`src/rtl/irq_pkg.sv`:
```
package irq_pkg;

    localparam int PRIO_W   = 3;
    localparam int N_LEVELS = 1 << PRIO_W;
    localparam int N_EXT    = 4;

    typedef logic [PRIO_W-1:0] prio_t;

    // bit 1 selects edge detection, bit 0 inverts (external sources only)
    typedef enum logic [1:0] {
        TRIG_HIGH = 2'b00,
        TRIG_LOW  = 2'b01,
        TRIG_RISE = 2'b10,
        TRIG_FALL = 2'b11
    } trig_e;

    typedef struct packed {
        logic  en;
        prio_t prio;
        trig_e trig;
    } src_cfg_t;

    localparam src_cfg_t CFG_RESET = '{en: 1'b0, prio: '0, trig: TRIG_HIGH};

    function automatic logic trig_is_edge(trig_e t);
        return t[1];
    endfunction

    function automatic logic trig_inverted(trig_e t, logic pol_capable);
        return pol_capable & t[0];
    endfunction

    // a source clears the nesting floor when no service is active or it ranks above it
    function automatic logic above_floor(prio_t p, logic busy, prio_t floor);
        return !busy || (p > floor);
    endfunction

endpackage

```
`src/rtl/irq_sync.sv`:
```
module irq_sync #(
    parameter int W = 1
) (
    input  logic         clk,
    input  logic         rst,
    input  logic [W-1:0] d_i,
    output logic [W-1:0] q_o
);

    logic [W-1:0] meta_q;
    logic [W-1:0] stable_q;

    always_ff @(posedge clk) begin
        if (rst) begin
            meta_q   <= '0;
            stable_q <= '0;
        end else begin
            meta_q   <= d_i;
            stable_q <= meta_q;
        end
    end

    assign q_o = stable_q;

endmodule

```
`src/rtl/irq_src_detect.sv`:
```
module irq_src_detect
    import irq_pkg::*;
#(
    parameter bit POL_CAPABLE = 1'b0
) (
    input  logic     clk,
    input  logic     rst,
    input  logic     lvl_i,
    input  src_cfg_t cfg_i,
    input  logic     clr_i,
    output logic     req_o
);

    logic prev_q;
    logic pend_q;
    logic inv;
    logic seen_edge;

    always_comb begin
        inv       = trig_inverted(cfg_i.trig, POL_CAPABLE);
        seen_edge = inv ? (prev_q & ~lvl_i) : (lvl_i & ~prev_q);
        req_o     = trig_is_edge(cfg_i.trig) ? pend_q : (lvl_i ^ inv);
    end

    always_ff @(posedge clk) begin
        if (rst) begin
            prev_q <= 1'b0;
            pend_q <= 1'b0;
        end else begin
            prev_q <= lvl_i;
            if (trig_is_edge(cfg_i.trig) && seen_edge) begin
                pend_q <= 1'b1;
            end else if (clr_i) begin
                pend_q <= 1'b0;
            end
        end
    end

endmodule

```
`src/rtl/irq_prio_resolve.sv`:
```
module irq_prio_resolve
    import irq_pkg::*;
#(
    parameter int N    = 12,
    parameter int ID_W = 4
) (
    input  logic  [N-1:0] cand_i,
    input  prio_t [N-1:0] prio_i,
    output logic          hit_o,
    output logic [ID_W-1:0] id_o,
    output prio_t         prio_o
);

    // scan from the top index down; ">=" lets a lower index take over a tie
    always_comb begin
        hit_o  = 1'b0;
        id_o   = '0;
        prio_o = '0;
        for (int s = N - 1; s >= 0; s--) begin
            if (cand_i[s] && (!hit_o || prio_i[s] >= prio_o)) begin
                hit_o  = 1'b1;
                id_o   = ID_W'(s);
                prio_o = prio_i[s];
            end
        end
    end

endmodule

```
`src/rtl/irq_nest_stack.sv`:
```
module irq_nest_stack
    import irq_pkg::*;
#(
    parameter int DEPTH   = 8,
    parameter int DEPTH_W = 4
) (
    input  logic               clk,
    input  logic               rst,
    input  logic               push_i,
    input  prio_t              push_prio_i,
    input  logic               pop_i,
    output logic [DEPTH_W-1:0] depth_o,
    output logic               busy_o,
    output prio_t              top_o
);

    localparam int IDX_W = (DEPTH > 1) ? $clog2(DEPTH) : 1;

    prio_t [DEPTH-1:0]  slot_q;
    logic [DEPTH_W-1:0] cnt_q;
    logic [DEPTH_W-1:0] below;

    always_ff @(posedge clk) begin
        if (rst) begin
            cnt_q  <= '0;
            slot_q <= '0;
        end else if (push_i && (cnt_q < DEPTH_W'(DEPTH))) begin
            slot_q[cnt_q[IDX_W-1:0]] <= push_prio_i;
            cnt_q                    <= cnt_q + DEPTH_W'(1);
        end else if (pop_i && (cnt_q != '0)) begin
            cnt_q <= cnt_q - DEPTH_W'(1);
        end
    end

    always_comb begin
        below   = cnt_q - DEPTH_W'(1);
        busy_o  = (cnt_q != '0);
        top_o   = busy_o ? slot_q[below[IDX_W-1:0]] : '0;
        depth_o = cnt_q;
    end

endmodule

```
`src/rtl/irq_prio_ctrl.sv`:
```
module irq_prio_ctrl
    import irq_pkg::*;
#(
    parameter  int N_INT      = 8,
    parameter  int NEST_DEPTH = 8,
    localparam int N_SRC      = N_INT + N_EXT,
    localparam int ID_W       = $clog2(N_SRC),
    localparam int DEPTH_W    = $clog2(NEST_DEPTH + 1)
) (
    input  logic               clk,
    input  logic               rst,
    input  logic [N_INT-1:0]   int_src_i,
    input  logic [N_EXT-1:0]   ext_irq_i,
    input  logic               ext_fiq_i,
    input  logic               cfg_we_i,
    input  logic [ID_W-1:0]    cfg_sel_i,
    input  logic               cfg_en_i,
    input  logic [PRIO_W-1:0]  cfg_prio_i,
    input  logic [1:0]         cfg_mode_i,
    input  logic               ack_i,
    input  logic               eoi_i,
    output logic               irq_o,
    output logic [ID_W-1:0]    irq_id_o,
    output logic [PRIO_W-1:0]  irq_prio_o,
    output logic               fiq_o,
    output logic [DEPTH_W-1:0] nest_depth_o
);

    src_cfg_t [N_SRC-1:0] cfg_q;
    logic                 sel_ok;

    logic [N_EXT-1:0]     ext_lvl;
    logic [N_SRC-1:0]     raw_lvl;
    logic [N_SRC-1:0]     src_req;
    logic [N_SRC-1:0]     src_clr;
    logic [N_SRC-1:0]     cand;
    prio_t [N_SRC-1:0]    prio_vec;

    logic                 win_hit;
    logic [ID_W-1:0]      win_id;
    prio_t                win_prio;
    logic                 ack_take;
    logic                 stk_busy;
    prio_t                stk_top;

    // configuration registers, one write per cycle
    always_comb sel_ok = (int'(cfg_sel_i) < N_SRC);

    always_ff @(posedge clk) begin
        if (rst) begin
            cfg_q <= {N_SRC{CFG_RESET}};
        end else if (cfg_we_i && sel_ok) begin
            cfg_q[cfg_sel_i] <= '{en: cfg_en_i, prio: cfg_prio_i, trig: trig_e'(cfg_mode_i)};
        end
    end

    // external pins cross into this clock domain first
    irq_sync #(.W(N_EXT)) u_ext_sync (
        .clk (clk),
        .rst (rst),
        .d_i (ext_irq_i),
        .q_o (ext_lvl)
    );

    // the fast path is a pin synchronizer and nothing else
    irq_sync #(.W(1)) u_fiq_sync (
        .clk (clk),
        .rst (rst),
        .d_i (ext_fiq_i),
        .q_o (fiq_o)
    );

    assign raw_lvl = {ext_lvl, int_src_i};

    // per-source detection; only external slots honour the polarity bit
    for (genvar s = 0; s < N_SRC; s++) begin : g_src
        if (s < N_INT) begin : g_int
            irq_src_detect #(.POL_CAPABLE(1'b0)) u_det (
                .clk   (clk),
                .rst   (rst),
                .lvl_i (raw_lvl[s]),
                .cfg_i (cfg_q[s]),
                .clr_i (src_clr[s]),
                .req_o (src_req[s])
            );
        end else begin : g_ext
            irq_src_detect #(.POL_CAPABLE(1'b1)) u_det (
                .clk   (clk),
                .rst   (rst),
                .lvl_i (raw_lvl[s]),
                .cfg_i (cfg_q[s]),
                .clr_i (src_clr[s]),
                .req_o (src_req[s])
            );
        end

        always_comb begin
            prio_vec[s] = cfg_q[s].prio;
            cand[s]     = cfg_q[s].en & src_req[s]
                        & above_floor(cfg_q[s].prio, stk_busy, stk_top);
            src_clr[s]  = ack_take && (win_id == ID_W'(s));
        end
    end

    irq_prio_resolve #(.N(N_SRC), .ID_W(ID_W)) u_resolve (
        .cand_i (cand),
        .prio_i (prio_vec),
        .hit_o  (win_hit),
        .id_o   (win_id),
        .prio_o (win_prio)
    );

    assign ack_take = ack_i & win_hit;

    irq_nest_stack #(.DEPTH(NEST_DEPTH), .DEPTH_W(DEPTH_W)) u_stack (
        .clk         (clk),
        .rst         (rst),
        .push_i      (ack_take),
        .push_prio_i (win_prio),
        .pop_i       (eoi_i & ~ack_i),
        .depth_o     (nest_depth_o),
        .busy_o      (stk_busy),
        .top_o       (stk_top)
    );

    assign irq_o      = win_hit;
    assign irq_id_o   = win_id;
    assign irq_prio_o = win_prio;

endmodule

```
`config.mk`:
```
export PLATFORM = sky130hd
export DESIGN_NAME = irq_prio_ctrl
export DESIGN_NICKNAME = d
export VERILOG_FILES = /design/src/rtl/irq_pkg.sv /design/src/rtl/irq_sync.sv /design/src/rtl/irq_src_detect.sv /design/src/rtl/irq_prio_resolve.sv /design/src/rtl/irq_nest_stack.sv /design/src/rtl/irq_prio_ctrl.sv
export SDC_FILE = /design/constraint.sdc
export NUM_CORES = 1
export LEC_CHECK = 0
export ABC_AREA = 1
export BUFFER_PORTS_ARGS = -buffer_cell sky130_fd_sc_hd__buf_2
export CORE_UTILIZATION = 40
export DETAILED_ROUTE_END_ITERATION = 16
export PLACE_DENSITY = 0.66
export SLEW_MARGIN = 20
export SYNTH_ARGS = -nofsm -noshare
export SYNTH_HDL_FRONTEND = slang
export SYNTH_SLANG_ARGS = --single-unit
```
`constraint.sdc`:
```
create_clock -name clk -period 17.4 [get_ports clk]
set_clock_uncertainty 0.2 [all_clocks]
set_input_delay 2.61 -clock clk [delete_from_list [all_inputs] [get_ports clk]]
set_output_delay 2.61 -clock clk [all_outputs]
set_load 0.03 [all_outputs]
```
## Word-level counts from Yosys, hierarchy flattened

Cells that the tools add are included.

| word-level totals | value |
|---|---|
| word-level logic and storage cells | 356 |
| memory bits (writable) | 0 |
| latch bits | 0 |
| memories | 0 |
| bits in read-only memories | 0 |
| bits in registers | 134 |

| cells by class | value |
|---|---|
| $add $sub $neg | 2 |
| divide/modulo/power cells | 0 |
| shifts and indexed selects | 0 |
| bitwise operators | 63 |
| $mul | 0 |
| order comparisons | 30 |
| muxes and demuxes | 87 |
| eq/ne operators | 11 |
| reduce and logical (&&, ||, !) cells | 90 |

Operator list:

| kind | count |
|---|---|
| 72-bit bitwise mux | 1 |
| 4-bit 2-to-1 mux | 14 |
| 1-bit 2-to-1 mux | 52 |
| 3-bit 2-to-1 mux | 15 |
| 1-bit bitwise AND | 42 |
| 1-bit logical AND | 40 |
| 3-bit greater-than comparator | 12 |
| 3-bit greater-or-equal comparator | 11 |
| 2-bit nonzero test | 13 |
| 24-bit bitwise mux | 1 |
| 6-bit demux with 4-bit select | 1 |
| 1-bit logical OR | 23 |
| 1-bit NOT | 17 |
| 4-bit by 3-bit == test with 1-bit output (second input constant) | 4 |
| 4-bit == test (second input constant) | 4 |
| 1-bit zero test | 12 |
| 3-bit binary-select mux with 3-bit select | 1 |
| 3-bit demux with 3-bit select | 1 |
| 4-bit by 2-bit == test with 1-bit output (second input constant) | 2 |
| 3-bit by 4-bit less-than comparator with 1-bit output (second input constant) | 2 |
| 4-bit less-than comparator (second input constant) | 2 |
| 6-bit 2-to-1 mux | 1 |
| 4-bit by 5-bit less-than comparator with 1-bit output (second input constant) | 1 |
| 4-bit by 1-bit adder with 4-bit output (second input constant) | 1 |
| other kinds (7) | 10 |

## Logic depth before layout (Yosys ltp)

Gate-level depths: netlist of the first run.

| logic depth | value |
|---|---|
| word-level depth | 56 |
| gate-level depth with buffers | 124 |
| gate-level depth less buffers | 122 |

## Hierarchy

From an unflattened synthesis of the first run, not the netlist that was laid out.

| second synthesis, totals | value |
|---|---|
| cell total of the unflattened synthesis | 1,223 |
| area, all modules | 8,220.4 sq um |

By module, submodules not included:

| module | seq. area each (sq um) | area an instance (sq um) | instances | cells an instance |
|---|---|---|---|---|
| irq_prio_ctrl | 1,441.4 | 3,762.4 | 1 | 562 |
| irq_prio_resolve | 0.0 | 1,530.2 | 1 | 252 |
| irq_nest_stack | 560.5 | 1,515.2 | 1 | 214 |
| irq_src_detect at g_src[0].g_int.u_det ... | 40.0 | 87.6 | 8 | 12 |
| irq_src_detect at g_src[10].g_ext.u_det ... | 40.0 | 106.4 | 4 | 17 |
| irq_sync at u_ext_sync | 160.2 | 231.5 | 1 | 25 |
| irq_sync at u_fiq_sync | 40.0 | 55.1 | 1 | 6 |

## Worst setup path after synthesis of the first run

No wires, ideal clock.

| timing | value |
|---|---|
| path kind | reg-to-output |
| start point | register u_stack.cnt_q[0], in the netlist u_stack.depth_o[0] |
| end point | output port irq_id_o[3] |
| arrival time | 14.332 ns |
| cell stages (with the launch flop) | 114 |
| slack | 0.258 ns |
| required time | 14.590 ns |
| path through | dfxtp_1 inv_1 clkbuf_1 ha_1 buf_4 clkinv_1 a21oi_1 o21ai_0 nand3_1 nand3_1 ha_1 a21oi_1 o21bai_1 inv_1 nand2_1 nand2_1 nand2_2 inv_2 [... 78 more ...] and2_1 ha_1 a21oi_1 o2111ai_1 and2_1 inv_1 nand3_2 and2_1 ha_1 o21ai_0 nand2_1 a21oi_1 a21boi_2 nor2_2 nand3_1 nor2_1 nand2_2 inv_1 |

| between the ends | value |
|---|---|
| cells in the longest elaborated chain, start to end | 52 |

RTL lines:

| item | line | text |
|---|---|---|
| start: declaration | irq_nest_stack.sv:20 | `logic [DEPTH_W-1:0] cnt_q;` |
| start signal: assignment | irq_nest_stack.sv:29 | `cnt_q <= cnt_q + DEPTH_W'(1);` |
| start signal: assignment | irq_nest_stack.sv:31 | `cnt_q <= cnt_q - DEPTH_W'(1);` |
| 4-bit by 1-bit subtractor with 4-bit output (*) | - |  |
| via u_stack.below[0] | irq_nest_stack.sv:21 | `logic [DEPTH_W-1:0] below;` |
| 3-bit binary-select mux with 3-bit select (*) | irq_nest_stack.sv:38 | `top_o = busy_o ? slot_q[below[IDX_W-1:0]] : '0;` |
| 3-bit 2-to-1 mux (not written as such) (*) | irq_nest_stack.sv:38 |  |
| 3-bit 2-to-1 mux (*) | irq_nest_stack.sv:38 |  |
| 3-bit greater-than comparator | irq_pkg.sv:35 | `return !busy \|\| (p > floor);` |
| 1-bit logical OR | irq_pkg.sv:35 |  |
| 1-bit bitwise AND | irq_prio_ctrl.sv:100 | `& above_floor(cfg_q[s].prio, stk_busy, stk_top);` |
| [... 37 more ...] | - |  |
| 3-bit greater-or-equal comparator / 1-bit zero test (equally long branches) | irq_prio_resolve.sv:20 | `if (cand_i[s] && (!hit_o \|\| prio_i[s] >= prio_o)) begin` |
| 1-bit logical OR | irq_prio_resolve.sv:20 |  |
| 1-bit logical AND | irq_prio_resolve.sv:20 |  |
| 3-bit 2-to-1 mux / 1-bit 2-to-1 mux (equally long branches) | irq_prio_resolve.sv:20 |  |
| 3-bit greater-or-equal comparator / 1-bit zero test (equally long branches) | irq_prio_resolve.sv:20 |  |
| 1-bit logical OR | irq_prio_resolve.sv:20 |  |
| 1-bit logical AND | irq_prio_resolve.sv:20 |  |
| 4-bit 2-to-1 mux (*) | irq_prio_resolve.sv:20 |  |
| end: declaration | irq_prio_ctrl.sv:23 | `output logic [ID_W-1:0] irq_id_o,` |

The timed path passes the listed nets; every way through them passes the cells marked *. The select of a mux whose other input is x is not followed.

## Final worst setup path of the first run

| timing | value |
|---|---|
| start point | register u_stack.cnt_q[0], in the netlist u_stack.depth_o[0] |
| end point | output port irq_id_o[3] |

| between the ends | value |
|---|---|
| cells in the longest elaborated chain, start to end | 52 |

RTL lines:

| item | line |
|---|---|
| 4-bit by 1-bit subtractor with 4-bit output | - |
| 3-bit binary-select mux with 3-bit select | irq_nest_stack.sv:38 |
| 3-bit 2-to-1 mux (not written as such) | irq_nest_stack.sv:38 |
| 3-bit 2-to-1 mux | irq_nest_stack.sv:38 |
| 3-bit greater-than comparator | irq_pkg.sv:35 |
| 1-bit logical OR | irq_pkg.sv:35 |
| 1-bit bitwise AND | irq_prio_ctrl.sv:100 |
| 3-bit 2-to-1 mux / 1-bit 2-to-1 mux (equally long branches) | irq_prio_resolve.sv:20 |
| [... 36 more ...] | - |
| 3-bit greater-or-equal comparator / 1-bit zero test (equally long branches) | irq_prio_resolve.sv:20 |
| 1-bit logical OR | irq_prio_resolve.sv:20 |
| 1-bit logical AND | irq_prio_resolve.sv:20 |
| 3-bit 2-to-1 mux / 1-bit 2-to-1 mux (equally long branches) | irq_prio_resolve.sv:20 |
| 3-bit greater-or-equal comparator / 1-bit zero test (equally long branches) | irq_prio_resolve.sv:20 |
| 1-bit logical OR | irq_prio_resolve.sv:20 |
| 1-bit logical AND | irq_prio_resolve.sv:20 |
| 4-bit 2-to-1 mux (*) | irq_prio_resolve.sv:20 |

Every way passes the cells marked *; elsewhere a longest branch is shown, timed or not. The select of a mux whose other input is x is not followed.

==> run metrics, run 1 <==
Ys Warns=0; Initial DRC Count=between 600 and 700; Post-synth EDFFs=0; cell with the most instances after synthesis=nand2_1; Worst Setup Start Kind=register; Post-DRT Antenna Nets=0; area leader, netlist=dfxtp_1; Critical Path AT=14.19 ns; Final Max Slew Viols=0; final period utilization=97.7%; crit-path max FO=8; Max Cap Viol=0; port bufs=40; final hold vios=0; Synth cell types=50; most frequent cells after synthesis=nand2_1 (175), inv_1 (171), nor2_1 (147), dfxtp_1 (126), o21ai_0 (96); hold slack=0.200 ns; Power Dens Cells=101 mW/mm^2; DRC=0; # setup viols final=0; CTS tree=yes; via count=approximately 7500; CP max stage delay=roughly 0.36 ns; critical path capture point type=output pin; async set-reset flop share out of synthesis=0%; Slew @ Worst Pin=about 0.86 ns; post-synthesis sequential area ratio=32.8%; DP HPWL=14.7 mm; vias in the first global route=between 6000 and 7000; hold crit path type=register to register; total die area=0.0198 sq mm; DR vias/cell=roughly 5.2; Die Ht=roughly 140 um; Synth top area share=between 30% and 40%; Root Driver=clkbuf_16; Leak=4.34 nW; Critical-path top delay cell=dfxtp_2; CTS buffer count=17; most common flop cell mapped by yosys=dfxtp_1; total gr overflow=0; DIE WIDTH=141 um; Area growth syn-to-layout=23.4%; initial antenna violation count=0; max_slew headroom=a little over two fifths; nets=~1300; CORE AREA=0.0188 sq mm; CTS max path bufs=2; CTS sink cnt=126; peak supply drop=0.0689 mV; H-tree depth=4; synthesized area=0.00769 sq mm; Mapped Avg Cell Area=6.92 sq um; RePlAce Congestion=~0.9; Routed WL=21.9 mm; Peak Freq=58.8 MHz; pin count of the biggest net entering global routing=80; CTS clock-pin slew for the worst setup and hold paths=0.06 ns; # IOs=41; GRT Util Overall=21.9%; Post-Synthesis Cells=1111; n_diodes=0; fin crit period=17.00 ns; status=complete, no violations; DR WL/cell=15.2 um; syn nets=1197; Starting Density=41.0%; Crit path required time=14.59 ns; Area contributors post-synth=dfxtp_1 (33%), ha_1 (9.4%), nand2_1 (8.5%); synthesized flop and latch total=126; layout cells sized above 1=a little under a quarter; critical path class=register to output pin; Core Util, Final=between 50% and 60%; global-route wire length before repair=33.8 mm; Initial DRT Pass Iterations=5; clk_lat worst skew=0.43 ns; FP Rows=50
report_power, final:
part / switching (mW) / internal [mW] / total, mW
Combinational: 0.197 / 0.108 / 0.306
Sequential: 0.00850 / 0.299 / 0.307
Clock: 0.129 / 0.220 / 0.349
cell usage in the layout, fill, tap and decap left out, drive strengths merged:
cell type  synthesis  routed
a21boi             7       7
nor2             155     155
a221oi             1       1
dfxtp            126     126
o21a              12      12
o21ai            115     115
a31oi              9       9
bufinv             0       2
nand3             74      74
xnor2              1       1
and2               7       7
o31ai              2       2
or2                8       8
clkbuf            15      24
clkinvlp           0       2
nand4              3       3
ha                58      58
xor2               2       2
o211ai             6       6
nand3b             2       2
a211oi             2       2
a21oi            100     100
nor3               3       3
nand2            205     205
o21bai             3       3
nand2b             1       1
clkinv             1       3
a21o               1       1
o221a              1       1
o211a              1       1
buf                8      92
inv              181     181
o2111ai            1       1
cell type report:
type / instances / area (sq um)
clock buffer: 24 / 482
clock inverter: 6 / 85.1
fill: 1804 / 9270
inverter: 182 / 706
multi-input combinational: 780 / 4780
sequential: 126 / 2530
tap: 234 / 293
timing repair buffer: 92 / 627
critical path, delay by kind of cell (launching register included):
kind            cells  cell delay [ns]
simple gates       55             5.49
fa+ha+maj          13             3.22
buf+inv            14             1.28
compound gates     31             3.37
flops               1             0.36
repair_timing:
item,4_1_cts,5_1_grt
hold buffers,0,0
buffers inserted,16,26
resized for setup,23,102
pin swaps,8,66
endpoints found under the hold margin,0,0
setup endpoints to repair,7,7
state kept, by name, indices dropped and copies added (netlist names):
| signal | flops |
|---|---|
| g_src.g_int.u_det.pend_q | 8 |
| g_src.g_ext.u_det.prev_q | 4 |
| u_fiq_sync.q_o | 1 |
| g_src.g_int.u_det.prev_q | 8 |
| u_ext_sync.q_o | 4 |
| u_stack.slot_q | 24 |
| u_fiq_sync.meta_q | 1 |
| g_src.g_ext.u_det.pend_q | 4 |
| u_ext_sync.meta_q | 4 |
| cfg_q | 64 |
| u_stack.depth_o | 4 |
layer usage:
metal | global-route usage (%) | vias up | wire length (um)
met5 | 0 | - | 0
met1 | 28.4 | 3470 | 9710
met2 | 36.4 | 217 | 10400
met3 | 4.11 | 58 | 1220
met4 | 7.55 | 0 | 620
li1 | - | 3772 | -
worst paths after layout:
kind | depth (start not counted) | slack [ns] | from | to
worst min register to register | 2 | 0.20 | u_ext_sync.meta_q[2]$_SDFF_PP0_ | u_ext_sync.q_o[2]$_SDFF_PP0_
worst min-delay path | 2 | 0.20 | u_ext_sync.meta_q[2]$_SDFF_PP0_ | u_ext_sync.q_o[2]$_SDFF_PP0_
worst max-delay path | 113 | 0.40 | u_stack.depth_o[0]$_SDFFE_PP0P_ | irq_id_o[3]
worst max register to register | 116 | 2.60 | u_stack.depth_o[0]$_SDFFE_PP0P_ | g_src[9].g_ext.u_det.pend_q$_SDFFE_PP0P_
logic make-up after synthesis:
logic type                 after synthesis  synth area share [%]
DFF                                    126                  32.8
adders and majority gates               58                  9.43
and+or+nand+nor                        458                  27.8
AOI/OAI and AO/OA                      261                  19.1
xor gates and xnor gates                 3                 0.439
buffers and inverters                  205                  10.4
metrics by stage:
step | power [mW] | setup slack, ns | instance area, sq um | std cells | setup TNS [ns]
after floorplan | 0.501 | 0.258 | 7690 | 1111 | 0
after global placement | 0.576 | 0.0636 | 8150 | 1372 | 0
after detailed placement | 0.579 | -0.542 | 8150 | 1372 | -2.99
after CTS | 0.931 | 0.0162 | 8890 | 1418 | 0
after global routing | 1.01 | -0.555 | 9500 | 1444 | -3.12
final | 0.962 | 0.396 | 9500 | 1444 | 0
No activity file was read; power rests on OpenSTA's default activity.
==> run 2: changes to the inputs <==
- ABC_AREA: 1 -> default
==> run metrics, run 2 <==
# IOs=41 (unchanged); RePlAce Congestion=0.887 (+0.16%); vias in the first global route=7604 (+15%); n_diodes=0 (unchanged); max_slew headroom=24.1% (-19 points); Core Util, Final=58.8% (+8.2 points); CP most frequent cell=buf_4; Critical Path Source=u_stack.depth_o[0]$_SDFFE_PP0P_; commonest non-fill, non-tap cells in the layout=buf_4 (179), dfxtp_1 (124), nor2_1 (102); Adder-Cell Fraction of Synth Area=9.25% (-0.18 points); Peak Freq=49.0 MHz (-17%); hold-critical path depth=1 (-1); fin crit period=20.42 ns (+3.41 ns); cell with the most instances after synthesis=dfxtp_1; max FFs per register=64 (unchanged); port bufs=40 (unchanged); Post-DRT Antenna Nets=0 (unchanged); post-synthesis sequential area ratio=32.2% (-0.62 points); DR WL/cell=19.1 um (+26%); Simple-Gate Fraction of Synth Area=21.7% (-6.2 points); RSZ-0062 raised after global routing=yes; Crit path required time=14.59 ns (about the same); mux share of post-synthesis cell area=11.8% (+12 points); critical path class=register to output pin; Mapped Avg Cell Area=8.98 sq um (+30%); largest registers=cfg_q (64), u_stack.slot_q (24); synthesized area=0.00784 sq mm (+1.9%); Area growth syn-to-layout=42.2%; GRT Util Overall=26.3% (+4.4 points); # setup viols final=34 (+34); DP HPWL=16.6 mm (+13%); Area contributors post-synth=dfxtp_1 (32%), ha_1 (9.3%), mux2i_1 (8.8%); Critical-path top delay cell=dfxtp_4; post-route setup slack=-3.02 ns (-3.41 ns); DRC=0 (unchanged); FP Rows=50 (unchanged); status=complete, but fails checks; DIE WIDTH=142 um (+0.95%); Initial DRT Pass Iterations=5 (unchanged); via count=7747 (+3.1%); Final Max Slew Viols=0 (unchanged); CP max stage delay=0.38 ns (+0.02 ns); nets=1178 (-8.3%); Routed WL=26.1 mm (+19%); Final Cell Area=0.0111 sq mm (+17%); total gr overflow=0 (unchanged); pin count of the biggest net entering global routing=70 (-13%); total die area=0.0202 sq mm (+1.9%); Synth Area in XOR/XNOR=1.02% (+0.58 points); hold_sp=u_ext_sync.meta_q[0]$_SDFF_PP0_; initial antenna violation count=0 (unchanged); Synth Area in Compound Gates=20.7% (+1.6 points); CTS clock-pin slew for the worst setup and hold paths=0.06 ns (about the same); peak supply drop=0.0578 mV (-16%); Power Dens Cells=70.7 mW/mm^2 (-30%); Max Cap Viol=0 (unchanged); global-route wire length before repair=40.5 mm (+20%); Worst R2R Path Depth=109 (-6.0%); async set-reset flop share out of synthesis=0% (unchanged); Hold-fix buffers, CTS=0 (unchanged); Synth top area share=32.2% (-0.62 points); Ys Warns=0 (unchanged); failing checks=negative setup slack; CORE AREA=0.0190 sq mm (+1.0%); post-placement cell area=0.00948 sq mm (+16%); CTS tree=yes; final period utilization=117% (+20 points); synthesized flop and latch total=126 (unchanged); RR Startpoint=u_stack.depth_o[0]$_SDFFE_PP0P_; hold crit path type=register to register; layout cells sized above 1=37.5% (+14 points); most common flop cell mapped by yosys=dfxtp_1; total power=0.788 mW (-18%); largest family of logic cells by synthesized area=simple AND/OR/NAND/NOR gates; commonest non-fill, non-tap cell in the layout=buf_4; Die Ht=142 um (+0.95%); CTS sink cnt=126 (unchanged); most frequent cells after synthesis=dfxtp_1 (126), nor2_1 (108), mux2i_1 (69), ha_1 (58), a21oi_1 (46); Root Driver=clkbuf_16; CTS max path bufs=2 (unchanged); Worst Setup Start Kind=register; syn nets=959 (-20%); Post-synth EDFFs=0 (unchanged); Largest Register=cfg_q; Leak=4.57 nW (+5.3%); area leader, netlist=dfxtp_1; Post-Synthesis Cells=873 (-21%); Slew @ Worst Pin=1.13 ns (+0.274 ns); critical path capture point type=output pin; Synth cell types=86 (+72%); clk_lat worst skew=0.42 ns (about the same); final hold vios=0 (unchanged); CTS buffer count=17 (unchanged); Starting Density=41.4% (+0.38 points); DR vias/cell=5.68 (+9.1%); fill count=1590 (-12%); Critical Path AT=17.61 ns (+3.42 ns); H-tree depth=4 (unchanged); crit-path max FO=5 (-3); Post-Layout Cell Count=1364 (-5.5%); post-placement cell count=1262 (-8.0%); Initial DRC Count=521 (-20%)
==> run 2: cell types whose count changed in the layout (fill, tap and decap cells not counted), sizes merged, moves of 16 or more <==
cell | previous run | this run
a211oi | 2 | 18
a21o | 1 | 24
a21oi | 100 | 46
buf | 92 | 236
inv | 181 | 28
mux2i | 0 | 70
nand2 | 205 | 35
nand2b | 1 | 25
nand3 | 74 | 18
nand3b | 2 | 21
nor2 | 155 | 109
nor2b | 0 | 28
o21ai | 115 | 25
==> run 2: routing by layer <==
| layer | wire length [um] | vias up | global-route usage, % |
|---|---|---|---|
| met3 | 1380 | 79 | 3.30 |
| met1 | 11100 | 3745 | 33.0 |
| met2 | 12600 | 253 | 44.3 |
| met4 | 1010 | 0 | 13.0 |
| met5 | 0 | - | 0 |
| li1 | - | 3670 | - |
==> run 2: cells by family after synthesis <==
kind of cell,after synthesis
buf+inv,65
flops,126
mux,83
xor+xnor,7
compound gates,218
simple gates,316
fa+ha+maj,58
==> run 2: final cells by class <==
cell class,count,area (sq um),area share (%)
multi-input cells,682,5810,52.1
flip-flops and latches,126,2530,22.7
repair buffers,236,1800,16.2
clock buffers,22,465,4.17
well taps,260,325,2.92
inverters,29,126,1.13
clock inverters,9,87.6,0.786
==> run 2: path summary, 6_finish.rpt <==
check / slack [ns] / endpoint
min reg2reg: 0.23 / u_ext_sync.q_o[0]$_SDFF_PP0_
max reg2reg: -0.36 / u_stack.slot_q[6]$_SDFFE_PP0P_
min: 0.23 / u_ext_sync.q_o[0]$_SDFF_PP0_
max: -3.02 / irq_prio_o[0]
==> run 2: worst max-delay path, delay by kind of cell, from the launching register on <==
family,cells,cell delay (ns)
multiplexers,3,0.92
AND/OR/NAND/NOR,17,2.39
buffers and inverters,50,6.17
adder cells (fa/ha/maj),9,2.21
flip-flops,1,0.38
AO/OA/AOI/OAI,28,5.03
==> run 2: what timing repair did <==
action,CTS,global route
pin swaps,28,37
setup buffers,64,15
resized for setup,39,77
setup endpoints to repair,30,43
endpoints found under the hold margin,0,0
==> run 2: report_power, final <==
part	switching, mW	total (mW)	internal [mW]
Combinational	0.0878	0.155	0.0668
Sequential	0.00574	0.301	0.295
Clock	0.129	0.333	0.204
Total	0.223	0.788	0.566
==> run 2: per-stage QoR <==
| step | TNS (ns) | hold WS (ns) | setup slack [ns] |
|---|---|---|---|
| global placement | -13.27 | 0.217 | -2.06 |
| floorplan | -20.63 | 0.214 | -2.65 |
| CTS | -16.84 | 0.237 | -2.57 |
| finish | -25.74 | 0.231 | -3.02 |
| detailed placement | -16.04 | 0.228 | -2.37 |
| global route | -52.81 | 0.256 | -3.63 |
